`src/rtl/grouped_alu_pkg.sv`:
```
package grouped_alu_pkg;
  typedef enum logic [1:0] {
    GRP_ARITH = 2'b00,
    GRP_MOVE  = 2'b01,
    GRP_CMP   = 2'b10,
    GRP_LOGIC = 2'b11
  } grp_e;

  typedef enum logic [1:0] {
    AR_ADD = 2'b00,
    AR_SUB = 2'b01,
    AR_MUL = 2'b10,
    AR_NOP = 2'b11
  } arith_e;

  typedef enum logic [1:0] {
    MV_ROR = 2'b00,
    MV_ROL = 2'b01,
    MV_SHR = 2'b10,
    MV_SHL = 2'b11
  } move_e;

  typedef enum logic [1:0] {
    CM_GT = 2'b00,
    CM_LT = 2'b01,
    CM_EQ = 2'b10,
    CM_NE = 2'b11
  } cmp_e;

  typedef enum logic [1:0] {
    LG_AND = 2'b00,
    LG_OR  = 2'b01,
    LG_NOT = 2'b10,
    LG_XOR = 2'b11
  } logic_e;
endpackage

```
`src/rtl/alu_arith.sv`:
```
module alu_arith
  import grouped_alu_pkg::*;
#(
  parameter int W = 8
) (
  input  logic [1:0]   mode_i,
  input  logic [W-1:0] a_i,
  input  logic [W-1:0] b_i,
  output logic [W-1:0] res_o
);
  logic         sub;
  logic [W-1:0] b_eff;
  logic [W-1:0] sum;
  logic [W-1:0] prod;

  assign sub   = mode_i[0];
  assign b_eff = sub ? ~b_i : b_i;
  assign sum   = a_i + b_eff + W'(sub);
  assign prod  = W'(a_i * b_i);

  always_comb begin
    unique case (arith_e'(mode_i))
      AR_ADD, AR_SUB: res_o = sum;
      AR_MUL:         res_o = prod;
      default:        res_o = '0;
    endcase
  end
endmodule

```
`src/rtl/alu_move.sv`:
```
module alu_move
  import grouped_alu_pkg::*;
#(
  parameter int W = 8
) (
  input  logic [1:0]   mode_i,
  input  logic [W-1:0] a_i,
  output logic [W-1:0] res_o
);
  always_comb begin
    unique case (move_e'(mode_i))
      MV_ROR:  res_o = {a_i[0], a_i[W-1:1]};
      MV_ROL:  res_o = {a_i[W-2:0], a_i[W-1]};
      MV_SHR:  res_o = {1'b0, a_i[W-1:1]};
      default: res_o = {a_i[W-2:0], 1'b0};
    endcase
  end
endmodule

```
`src/rtl/alu_cmp.sv`:
```
module alu_cmp
  import grouped_alu_pkg::*;
#(
  parameter int W = 8
) (
  input  logic [1:0]   mode_i,
  input  logic [W-1:0] a_i,
  input  logic [W-1:0] b_i,
  output logic [W-1:0] res_o
);
  logic hit;

  always_comb begin
    unique case (cmp_e'(mode_i))
      CM_GT:   hit = a_i > b_i;
      CM_LT:   hit = a_i < b_i;
      CM_EQ:   hit = a_i == b_i;
      default: hit = a_i != b_i;
    endcase
  end

  assign res_o = {{(W-1){1'b0}}, hit};
endmodule

```
`src/rtl/alu_logic.sv`:
```
module alu_logic
  import grouped_alu_pkg::*;
#(
  parameter int W = 8
) (
  input  logic [1:0]   mode_i,
  input  logic [W-1:0] a_i,
  input  logic [W-1:0] b_i,
  output logic [W-1:0] res_o
);
  always_comb begin
    unique case (logic_e'(mode_i))
      LG_AND:  res_o = a_i & b_i;
      LG_OR:   res_o = a_i | b_i;
      LG_NOT:  res_o = ~a_i;
      default: res_o = a_i ^ b_i;
    endcase
  end
endmodule

```
`src/rtl/grouped_alu.sv`:
```
module grouped_alu
  import grouped_alu_pkg::*;
#(
  parameter int W = 8
) (
  input  logic [1:0]   sel_i,
  input  logic [1:0]   mode_i,
  input  logic [W-1:0] a_i,
  input  logic [W-1:0] b_i,
  output logic [W-1:0] res_o
);
  localparam int NGRP = 4;

  logic [W-1:0] grp_res [NGRP];

  alu_arith #(.W(W)) u_arith (.mode_i(mode_i), .a_i(a_i), .b_i(b_i), .res_o(grp_res[GRP_ARITH]));
  alu_move  #(.W(W)) u_move  (.mode_i(mode_i), .a_i(a_i),            .res_o(grp_res[GRP_MOVE]));
  alu_cmp   #(.W(W)) u_cmp   (.mode_i(mode_i), .a_i(a_i), .b_i(b_i), .res_o(grp_res[GRP_CMP]));
  alu_logic #(.W(W)) u_logic (.mode_i(mode_i), .a_i(a_i), .b_i(b_i), .res_o(grp_res[GRP_LOGIC]));

  assign res_o = grp_res[sel_i];
endmodule

```
`config.mk`:
```
export PLATFORM = sky130hd
export DESIGN_NAME = grouped_alu
export DESIGN_NICKNAME = d
export VERILOG_FILES = /design/src/rtl/grouped_alu_pkg.sv /design/src/rtl/alu_arith.sv /design/src/rtl/alu_move.sv /design/src/rtl/alu_cmp.sv /design/src/rtl/alu_logic.sv /design/src/rtl/grouped_alu.sv
export SDC_FILE = /design/constraint.sdc
export NUM_CORES = 1
export LEC_CHECK = 0
export BUFFER_PORTS_ARGS = -buffer_cell sky130_fd_sc_hd__buf_2
export CAP_MARGIN = 0
export CORE_MARGIN = 4
export CORE_UTILIZATION = 48
export DETAILED_ROUTE_END_ITERATION = 10
export PLACE_DENSITY = 0.69
export SLEW_MARGIN = 20
export SYNTH_ARGS = -nofsm -noshare
export SYNTH_HDL_FRONTEND = slang
export SYNTH_HIERARCHICAL = 1
export SYNTH_SLANG_ARGS = --single-unit
export TNS_END_PERCENT = 5
```
`constraint.sdc`:
```
create_clock -name vclk -period 3.79
set_input_delay 0 -clock vclk [all_inputs]
set_output_delay 0 -clock vclk [all_outputs]
set_load 0.05 [all_outputs]
```
==> metrics <==
largest net degree at the start of global routing=29; Mapped Area=2500 um2; Leakage Power=approximately 1.5 nW; worst-path maximum fanout=3; maximum VDD drop=around 0.0001 V; outcome=finished clean; Critical path buffers and inverters=6; Relative slew margins=between 50% and 60%; GRT Util Overall=roughly a fifth; crit start category=input port; Final min period=around 3.7 ns; antenna diode count=0; cell area power density=212 nW/um2; post-synthesis sequential area ratio=0%; Critical Path RT=approximately 3.8 ns; most frequent cells in the layout=60 x inv_1, 44 x ha_1, 28 x buf_4; met2 WL=3000 um; layout cells sized above 1=between 20 and 30%; CP peak stage delay=roughly 0.52 ns; period utilization=97.9%; GRT Residual Overflow=0; first-pass iteration count of the detailed router=4; Final setup viols=0; Die Y=~80 um; WL met3=135 um; dpl hpwl=4740 um; Hold Crit Class=in2out; Max stage delay cell, worst path=fa_1; Die Area=about 6400 um2; core footprint=between 5000 and 6000 um2; placed cell areas=approximately 2800 um2; Final Hold Viols=0; CP endpoint kind=output port; CP Cell Sequence=buf_2 > buf_6 > nand2_2 > fa_2 > inv_2 > fa_1 > ha_1 > inv_1 > fa_1 > inv_1 > ha_1 > a21o_1 > a21oi_4 > xnor2_2 > xnor2_1 > o21ai_2 > mux4_2 > buf_8; cell count after synthesis=290; mean post-synth cell area=approximately 8.6 um2; via count=around 2,100; Fmax=between 0.2 and 0.3 GHz; Initial Utilization=49.3%; final worst slack=0.0796 ns; DRT Wirelength=5680 um; IO Pins=28; Top Metal Used=met4; GPL Wtd Cong=approximately 0.85; WL met1=between 2000 and 3000 um; synth-to-layout area growth=16.0%; pre-CTS setup slack=-0.0955 ns; storage element area=0 um2; # rows=26; first-pass GRT wire length=just under 10,000 um; final non-filler cell area=roughly 2900 um2; CP delay by family, top=adder cells; Avg WL per Cell=14.1 um; Final nets=slightly above 400; Least-Margin Pin Slew=approximately 0.6 ns; # DRC=0; vias in the first global route=roughly 2,000; Critical Path AT=roughly 3.7 ns; most common cell after layout, fill and taps aside=inv_1; Detail Route Antenna Nets=0; Ys Warns=6; Vias/cell=between 5 and 6; Max Slew Vio Count=0; clkbuf count=0; seq_cells=0; initial antenna violation count=0; critical path type=in2out; chip width=about 80 um; RSZ-0062 raised after global routing=yes; Synth cell types=45; Max Cap Viol=0; DRC violation total after the first TritonRoute iteration=77; Port Buffer Count=28
worst paths after layout:
path / startpoint / end / cells after the start
setup / recovery: b_i[4] / res_o[7] / 18
hold / removal: sel_i[1] / res_o[7] / 3
final cells by class:
type / count / area (um2)
Fill cell: 470 / 2170
Inverter: 61 / 229
Multi-Input combinational cell: 218 / 2220
Timing Repair Buffer: 55 / 370
Tap cell: 70 / 87.6
metrics by stage:
step	setup TNS [ns]	hold WS [ns]	utilization, %	std cells	total power, W
after floorplan	0	0.498	-	296	0.000419
after global placement	-0.0465	0.653	55.4	403	0.000561
after detailed placement	-0.0955	0.654	55.4	403	0.000571
after CTS	0	0.579	56.0	403	0.000595
after global routing	-0.0169	0.604	57.2	404	0.000683
final	0	0.583	57.2	404	0.000615
where the power goes:
group	switching, W	leakage [nW]	internal [W]	total (W)
Clock	0	0	0	0
Sequential	0	0	0	0
Combinational	0.000326	1.50	0.000289	0.000615
repair_timing:
item,in CTS,in global routing
cloned,0,0
pin swaps,3,7
resized for setup,6,14
buffers inserted,0,1
hold buffers,0,0
endpoints found under the setup margin,1,2
cell families after synthesis:
logic type	Yosys count	synth area share [%]
AOI/OAI and AO/OA	38	10.4
xor gates and xnor gates	26	9.10
adders and majority gates	59	33.4
buffers and inverters	78	14.5
muxes	23	18.6
other	1	0.150
and+or+nand+nor	65	13.8
per-layer routing:
layer	track usage, %	up-vias
li1	-	1038
met1	26.3	1002
met2	34.7	31
met3	0.112	4
met4	0.845	0
met5	0	-
cell usage after synthesis (all sizes together), types with 3 or more instances:
master / instances / area (um2)
ha: 46 / 576
fa: 13 / 260
nand2: 25 / 93.8
and2: 16 / 100
nand3b: 4 / 30.0
buf: 15 / 125
o21a: 3 / 22.5
mux2: 6 / 90.1
a21oi: 6 / 33.8
nor3: 3 / 20.0
inv: 61 / 229
nor2: 4 / 15.0
xnor2: 12 / 105
or3: 3 / 18.8
o21ai: 14 / 73.8
nor2b: 4 / 25.0
xor2: 14 / 123
nand2b: 3 / 18.8
mux4: 16 / 360
nand4: 3 / 25.0
Note: power is estimated with default switching activity, not from simulation.
